### src/rtl/tmr_pkg.sv
package tmr_pkg;
  localparam int BYTE_W   = 8;
  localparam int CNT_W    = 16;
  localparam int WIN_SIZE = 8;
  localparam logic [7:0] RUN_ADDR  = 8'h60;
  localparam logic [7:0] STA_ADDR  = 8'h64;
  localparam logic [7:0] STB_ADDR  = 8'h65;
  localparam logic [7:0] STO_ADDR  = 8'h66;
  localparam logic [7:0] WIN_BASE  = 8'h68;
  localparam int EN_LSB = 4;

  typedef enum logic [2:0] {
    OFF_MODE = 3'd0, OFF_CEN = 3'd1, OFF_CNTH = 3'd2, OFF_CNTL = 3'd3,
    OFF_CAH  = 3'd4, OFF_CAL = 3'd5, OFF_CBH  = 3'd6, OFF_CBL  = 3'd7
  } win_off_e;

  typedef enum logic [1:0] {
    CLR_NONE = 2'b00, CLR_ON_A = 2'b01, CLR_ON_B = 2'b10, CLR_RSVD = 2'b11
  } clr_sel_e;

  function automatic logic [CNT_W-1:0] cnt_next(input logic [CNT_W-1:0] c);
    return c + 1'b1;
  endfunction

  function automatic logic cmp_hit(input logic active,
                                   input logic [CNT_W-1:0] nxt,
                                   input logic [CNT_W-1:0] ref_val);
    return active && (nxt == ref_val);
  endfunction

  function automatic logic in_window(input logic [7:0] a, input int nch);
    return (a >= WIN_BASE) && (int'(a - WIN_BASE) < nch * WIN_SIZE);
  endfunction

  function automatic int win_chan(input logic [7:0] a);
    return int'(a - WIN_BASE) / WIN_SIZE;
  endfunction

  function automatic logic [2:0] win_off(input logic [7:0] a);
    logic [7:0] d;
    d = a - WIN_BASE;
    return d[2:0];
  endfunction
endpackage

### src/rtl/tmr_channel.sv
module tmr_channel
  import tmr_pkg::*;
(
  input  logic             clk,
  input  logic             rst_n,
  input  logic             wr_en,
  input  logic [2:0]       wr_off,
  input  logic [BYTE_W-1:0] wr_data,
  input  logic [2:0]       rd_off,
  output logic [BYTE_W-1:0] rd_data,
  input  logic             tick,
  input  logic             run,
  output logic             ev_a,
  output logic             ev_b,
  output logic             ev_ovf,
  output logic             halt
);
  logic [BYTE_W-1:0] mode_q, cen_q;
  logic [CNT_W-1:0]  cnt_q, cmpa_q, cmpb_q;
  logic [CNT_W-1:0]  nxt;
  logic              a_on, b_on, cnt_wr, step, clr_hit;
  clr_sel_e          clr_sel;

  assign nxt     = cnt_next(cnt_q);
  assign a_on    = |cen_q[1:0];
  assign b_on    = |cen_q[5:4];
  assign clr_sel = clr_sel_e'(mode_q[6:5]);
  assign cnt_wr  = wr_en && (wr_off == OFF_CNTH || wr_off == OFF_CNTL);
  assign step    = tick && run && !cnt_wr;
  assign ev_a    = step && cmp_hit(a_on, nxt, cmpa_q);
  assign ev_b    = step && cmp_hit(b_on, nxt, cmpb_q);
  assign ev_ovf  = step && ((cen_q & 8'h33) == 8'h00) && (nxt == '0);
  assign clr_hit = (ev_a && clr_sel == CLR_ON_A) || (ev_b && clr_sel == CLR_ON_B);
  assign halt    = (ev_a && clr_sel != CLR_ON_A) || (ev_b && clr_sel != CLR_ON_B);

  always_ff @(posedge clk or negedge rst_n) begin
    if (!rst_n) begin
      mode_q <= '0;
      cen_q  <= '0;
      cnt_q  <= '0;
      cmpa_q <= '0;
      cmpb_q <= '0;
    end else begin
      if (wr_en) begin
        case (wr_off)
          OFF_MODE: mode_q       <= wr_data;
          OFF_CEN:  cen_q        <= wr_data;
          OFF_CNTH: cnt_q[15:8]  <= wr_data;
          OFF_CNTL: cnt_q[7:0]   <= wr_data;
          OFF_CAH:  cmpa_q[15:8] <= wr_data;
          OFF_CAL:  cmpa_q[7:0]  <= wr_data;
          OFF_CBH:  cmpb_q[15:8] <= wr_data;
          default:  cmpb_q[7:0]  <= wr_data;
        endcase
      end
      if (step) cnt_q <= clr_hit ? '0 : nxt;
    end
  end

  always_comb begin
    case (rd_off)
      OFF_MODE: rd_data = mode_q;
      OFF_CEN:  rd_data = cen_q;
      OFF_CNTH: rd_data = cnt_q[15:8];
      OFF_CNTL: rd_data = cnt_q[7:0];
      OFF_CAH:  rd_data = cmpa_q[15:8];
      OFF_CAL:  rd_data = cmpa_q[7:0];
      OFF_CBH:  rd_data = cmpb_q[15:8];
      default:  rd_data = cmpb_q[7:0];
    endcase
  end

  // no tick, no run or a software load -> no counting
  p_hold_idle_r2: assert property (@(posedge clk) disable iff (!rst_n)
    (!(tick && run) && !wr_en) |=> $stable(cnt_q));
  // plain increment
  p_step_r2: assert property (@(posedge clk) disable iff (!rst_n)
    (step && !clr_hit) |=> (cnt_q == $past(cnt_q) + 16'd1));
  // selected match restarts from zero
  p_clear_r5: assert property (@(posedge clk) disable iff (!rst_n)
    clr_hit |=> (cnt_q == '0));
  // wrap event leaves counter at zero
  p_ovf_zero_r7: assert property (@(posedge clk) disable iff (!rst_n)
    ev_ovf |=> (cnt_q == '0));
  // low-byte load beats a tick
  p_load_wins_r10: assert property (@(posedge clk) disable iff (!rst_n)
    (wr_en && wr_off == OFF_CNTL) |=> (cnt_q[7:0] == $past(wr_data)));
  // inactive compares produce no events
  p_no_ev_off_r11: assert property (@(posedge clk) disable iff (!rst_n)
    (!a_on && !b_on) |-> (!ev_a && !ev_b && !halt));
endmodule

### src/rtl/tmr_flags.sv
module tmr_flags
  import tmr_pkg::*;
#(
  parameter int NCH = 3
) (
  input  logic              clk,
  input  logic              rst_n,
  input  logic              wr_en,
  input  logic [BYTE_W-1:0] wr_data,
  input  logic [NCH-1:0]    ev,
  output logic [BYTE_W-1:0] rd_data,
  output logic [NCH-1:0]    irq
);
  logic [NCH-1:0] flag_q, en_q;

  always_ff @(posedge clk or negedge rst_n) begin
    if (!rst_n) begin
      flag_q <= '0;
      en_q   <= '0;
    end else begin
      if (wr_en) en_q <= wr_data[EN_LSB +: NCH];
      for (int n = 0; n < NCH; n++) begin
        if (ev[n])                       flag_q[n] <= 1'b1;
        else if (wr_en && !wr_data[n])   flag_q[n] <= 1'b0;
      end
    end
  end

  always_comb begin
    rd_data = '0;
    rd_data[NCH-1:0]         = flag_q;
    rd_data[EN_LSB +: NCH]   = en_q;
  end

  assign irq = flag_q & en_q;

  // hardware event is visible one clock later
  p_flag_set_r4: assert property (@(posedge clk) disable iff (!rst_n)
    ev[0] |=> rd_data[0]);
  // a flag only falls through a software write of 0
  p_flag_sticky_r8: assert property (@(posedge clk) disable iff (!rst_n)
    (rd_data[0] && !(wr_en && !wr_data[0])) |=> rd_data[0]);
  // a request line rises only with its enable set
  p_irq_gate_r9: assert property (@(posedge clk) disable iff (!rst_n)
    $rose(irq[0]) |-> rd_data[EN_LSB]);
endmodule

### src/rtl/tmr_bank.sv
module tmr_bank
  import tmr_pkg::*;
#(
  parameter int NCH = 3
) (
  input  logic             clk,
  input  logic             rst_n,
  input  logic [7:0]       reg_addr,
  input  logic             reg_wr,
  input  logic [7:0]       reg_wdata,
  output logic [7:0]       reg_rdata,
  input  logic [NCH-1:0]   tick,
  output logic [3*NCH-1:0] irq
);
  localparam int NSTAT = 3;

  logic [NCH-1:0] run_q, halt, ev_a, ev_b, ev_ovf;
  logic [7:0]     ch_rd [NCH];
  logic [7:0]     st_rd [NSTAT];
  logic [NCH-1:0] st_irq [NSTAT];
  logic [NCH-1:0] st_ev [NSTAT];
  logic           win_hit;
  int             win_n;
  logic [2:0]     off;

  initial begin
    if (NCH < 1 || NCH > 4) $error("tmr_bank: NCH must be 1..4");
  end

  assign win_hit = in_window(reg_addr, NCH);
  assign win_n   = win_chan(reg_addr);
  assign off     = win_off(reg_addr);

  generate
    for (genvar n = 0; n < NCH; n++) begin : g_ch
      tmr_channel u_ch (
        .clk(clk), .rst_n(rst_n),
        .wr_en(reg_wr && win_hit && win_n == n),
        .wr_off(off), .wr_data(reg_wdata),
        .rd_off(off), .rd_data(ch_rd[n]),
        .tick(tick[n]), .run(run_q[n]),
        .ev_a(ev_a[n]), .ev_b(ev_b[n]), .ev_ovf(ev_ovf[n]),
        .halt(halt[n])
      );
      assign irq[3*n]   = st_irq[0][n];
      assign irq[3*n+1] = st_irq[1][n];
      assign irq[3*n+2] = st_irq[2][n];

      // a non-clearing match stops the channel
      p_halt_stops_r6: assert property (@(posedge clk) disable iff (!rst_n)
        halt[n] |=> !run_q[n]);
    end
  endgenerate

  assign st_ev[0] = ev_a;
  assign st_ev[1] = ev_b;
  assign st_ev[2] = ev_ovf;

  generate
    for (genvar k = 0; k < NSTAT; k++) begin : g_st
      tmr_flags #(.NCH(NCH)) u_st (
        .clk(clk), .rst_n(rst_n),
        .wr_en(reg_wr && reg_addr == STA_ADDR + 8'(k)),
        .wr_data(reg_wdata), .ev(st_ev[k]),
        .rd_data(st_rd[k]), .irq(st_irq[k])
      );
    end
  endgenerate

  always_ff @(posedge clk or negedge rst_n) begin
    if (!rst_n) run_q <= '0;
    else begin
      if (reg_wr && reg_addr == RUN_ADDR) run_q <= reg_wdata[NCH-1:0];
      for (int n = 0; n < NCH; n++)
        if (halt[n]) run_q[n] <= 1'b0;
    end
  end

  always_comb begin
    reg_rdata = '0;
    if (reg_addr == RUN_ADDR)      reg_rdata[NCH-1:0] = run_q;
    else if (reg_addr == STA_ADDR) reg_rdata = st_rd[0];
    else if (reg_addr == STB_ADDR) reg_rdata = st_rd[1];
    else if (reg_addr == STO_ADDR) reg_rdata = st_rd[2];
    else if (win_hit) begin
      for (int n = 0; n < NCH; n++)
        if (win_n == n) reg_rdata = ch_rd[n];
    end
  end

  // nothing requests service straight out of reset
  p_reset_quiet_r1: assert property (@(posedge clk)
    $rose(rst_n) |-> (irq == '0));
endmodule

### config.mk
export PLATFORM = sky130hd
export DESIGN_NAME = tmr_bank
export DESIGN_NICKNAME = d
export VERILOG_FILES = /design/src/rtl/tmr_pkg.sv /design/src/rtl/tmr_channel.sv /design/src/rtl/tmr_flags.sv /design/src/rtl/tmr_bank.sv
export SDC_FILE = /design/constraint.sdc
export NUM_CORES = 1
export LEC_CHECK = 0
export ABC_AREA = 1
export ABC_CLOCK_PERIOD_IN_PS = 10900
export CORE_ASPECT_RATIO = 1.4
export CORE_MARGIN = 1
export CORE_UTILIZATION = 30
export CTS_BUF_LIST = sky130_fd_sc_hd__clkbuf_4
export CTS_CLUSTER_SIZE = 30
export DETAILED_ROUTE_END_ITERATION = 12
export GPL_ROUTABILITY_DRIVEN = 0
export SLEW_MARGIN = 20
export SYNTH_ARGS = -nofsm -noshare
export SYNTH_HDL_FRONTEND = slang
export SYNTH_SLANG_ARGS = --single-unit
### constraint.sdc
create_clock -name clk -period 10.9 [get_ports clk]
set_input_delay 3.27 -clock clk [delete_from_list [all_inputs] [get_ports clk]]
set_output_delay 3.27 -clock clk [all_outputs]
set_load 0.02 [all_outputs]
==> out/metrics.yaml <==
setup_path:
  rr_worst_depth: 14
  arrival_ns: 7.26
  cp-end-kind: "primary output"
  cp_max_fo: 5
  worstSetupStartpointType: "primary input"
  critPathRequiredTime_ns: 7.63
  regToRegSetupSlack_ns: 7.62
  path_class: "in -> out"
  r2r_end: "g_ch[0].u_ch.cnt_q[7]$_DFFE_PN0P_"
  r2r-start: "g_ch[0].u_ch.cnt_q[0]$_DFFE_PN0P_"
sta:
  slew_violations: 0
  post-route-min-period_ns: 10.53
  rsz0062_at_grt: "false"
  fin_crit_sh_pct: 96.6
  hold_viol: 0
  worst_pin_slew_ns: 1.13
  skew_ns: 0.0477
  slew_headroom_pct: 24.7
  finalSetupTns_ns: 0
  fmax_mhz: 95.0
  setup_viol: 0
  setup_ws_ns: 0.370
drt:
  vias: 15200
  wirelength_um: 56200
  drtAntennaViolNets: 0
  first_pass_iters: 6
  via_per_inst: 5.29
  drc_errors: 0
  routedWlPerCell_um: 19.5
  drt-initial-drc-count: 1680
placed_design:
  dp_hpwl_um: 40900
  post-place-ws_ns: 0.204
  port_buffers: 38
clock_network:
  htree_levels: 2
  cts_buffers: 53
  postCtsSetupRepairBufs: 0
  clock-sinks: 213
  hold_buffers: 0
  cts_tree: "done"
  path_clk_slew_ns: 0.06
  cts.path.max_buffers: 3
  cts-root-buf: "clkbuf_4"
  clock_latency_ns: 0.76
die:
  io_pins: 39
  core_area_sq_um: 48000
  initial_core_util_pct: 30.4
  rows: 95
  die_h_um: 263
  dieArea_sq_um: 49600
  dieWidth_um: 189
finish:
  multi_input_area_sq_um: 7760
  final_common_cell: "nand2_1"
  register_area_sq_um: 5330
  layout_common_cells: "nand2_1 (463), nor2_1 (365), inv_1 (286), dfrtp_1 (213), a21oi_1 (182)"
  syn_to_final_growth_pct: 11.5
  drive_above_1_share_pct: 9.76
  nets: 2244
  nFillCells: 5239
worst_hold_path:
  holdPathStages: 2
  min_path_type: "reg -> reg"
  holdCritStartpoint: "g_ch[0].u_ch.cmpb_q[13]$_DFFE_PN0P_"
  whs_endpoint: "g_ch[0].u_ch.cmpb_q[13]$_DFFE_PN0P_"
yosys:
  avgSynthCellArea_sq_um: 6.78
  synth.distinct_cells: 52
  synth_area_leaders: "dfrtp_1 (36%), nand2_1 (12%), nor2_1 (9.4%), inv_1 (7.3%), a21oi_1 (6.2%)"
  ys_ff_latch: 213
  synth_nets: 2193
  synth_top_cell_by_area: "dfrtp_1"
  synth_edf_count: 0
  syn_area_sq_um: 14600
  ys.warnings.count: 0
  synth_cells: 2155
  seq_area_frac_synth_pct: 36.5
  ys.flop_type: "dfrtp_1"
  synth.top_cell.area_share_pct: 36.5
  async_reset_ff_share_pct: 100
global_routing:
  grt_pass1_wl_um: 85900
  antenna_found_initial: 1
  overflow: 0
  grt_usage_pct: 22.5
  grt_max_degree: 109
  first_global_vias: 14500
outcome:
  outcome: "completed"
flow_run:
  cap_violations: 0
power:
  p_leak_nw: 8.45
  power_density_nw_per_um2: 141
  ir_drop_mv: 0.0826
==> area by class of cell <==
class                           count  share of cell area [%]
Tap cell                          630                    4.83
Clock buffer                       79                    3.64
Antenna cell                        1                  0.0153
Sequential cell                   213                    32.7
Multi-Input combinational cell   1573                    47.6
Clock inverter                     15                   0.729
Timing Repair Buffer               64                    3.56
Inverter                          301                    6.96
==> sequential cells by signal, summed over array words and instances (netlist names) <==
register and cells:
g_ch.u_ch.cen_q 24, g_ch.u_ch.cmpa_q 48, g_ch.u_ch.cmpb_q 48, g_ch.u_ch.cnt_q 48, g_ch.u_ch.mode_q 24, g_st.u_st.en_q 9
g_st.u_st.flag_q 9, run_q 3
==> what timing repair did <==
item | 4_1_cts | 5_1_grt
setup endpoints to repair | 0 | 8
resized for setup | 0 | 3
endpoints found under the hold margin | 0 | 0
==> cell usage after synthesis, types with 16 or more instances <==
| master | number |
|---|---|
| o22ai_1 | 25 |
| nand2_1 | 463 |
| o21ai_0 | 104 |
| buf_2 | 20 |
| nor2_1 | 367 |
| inv_1 | 286 |
| a21oi_1 | 182 |
| nand2_2 | 16 |
| o21ai_1 | 22 |
| clkbuf_1 | 26 |
| nor2_2 | 23 |
| nand3_1 | 162 |
| dfrtp_1 | 213 |
| ha_1 | 16 |
| nand4_1 | 28 |
==> cells by family after synthesis <==
| family | synth area share (%) |
|---|---|
| simple gates | 34.8 |
| buf+inv | 10.6 |
| flops | 36.5 |
| fa+ha+maj | 1.37 |
| compound gates | 15.3 |
| xor+xnor | 1.55 |
==> worst max-delay path, stage by stage <==
cell	delay, ns
clkdlybuf4s50_1	0.47
nor2_1	0.17
inv_1	0.08
nand3_1	0.09
nand2_1	0.10
nor2_1	0.11
ha_1	0.17
inv_1	0.04
nor2_1	0.08
nand3_1	0.11
inv_2	0.12
nand2_1	0.07
ha_1	0.27
inv_1	0.04
nor2_1	0.08
nand4_1	0.09
nor2_2	0.19
nand2_1	0.13
nor4_4	0.39
inv_2	0.12
nor2_1	0.13
a211oi_1	0.05
nor2_1	0.11
buf_4	0.15
clkdlybuf4s50_1	0.61
==> worst max path at each step <==
stage                           start            to  depth (start not counted)
final                     reg_addr[3]  reg_rdata[7]                         25
after global routing      reg_addr[3]  reg_rdata[7]                         25
after CTS                 reg_addr[3]  reg_rdata[7]                         20
after detailed placement  reg_addr[3]  reg_rdata[7]                         22
after global placement    reg_addr[3]  reg_rdata[7]                         25
after floorplan           reg_addr[0]  reg_rdata[0]                         23
==> power by group <==
part	internal (mW)	switching [mW]	leakage, nW	total, mW
clock network	0.378	0.359	0.416	0.737
registers	0.845	0.113	2.88	0.958
logic	0.181	0.416	5.15	0.597
==> stage by stage <==
step,std cells,hold slack [ns],cell area (sq um),utilization (%),power (mW)
finish,2876,0.476,16300,34.0,2.29
global route,2876,0.499,16300,34.0,2.41
CTS,2875,0.478,16300,33.9,2.29
detailed placement,2781,0.461,15600,32.4,1.55
global placement,2781,0.459,15600,32.4,1.54
floorplan,2155,0.444,14600,-,1.33
==> per-layer routing <==
metal  track usage, %  routed length (um)  vias to the layer above
met2             37.7               26600                      814
met4             15.7                4480                        0
li1                 -                   -                     7088
met1             26.4               21200                     7069
met3             3.17                3940                      252
met5                0                   0                        -
Power figures use the tool's default switching activity.
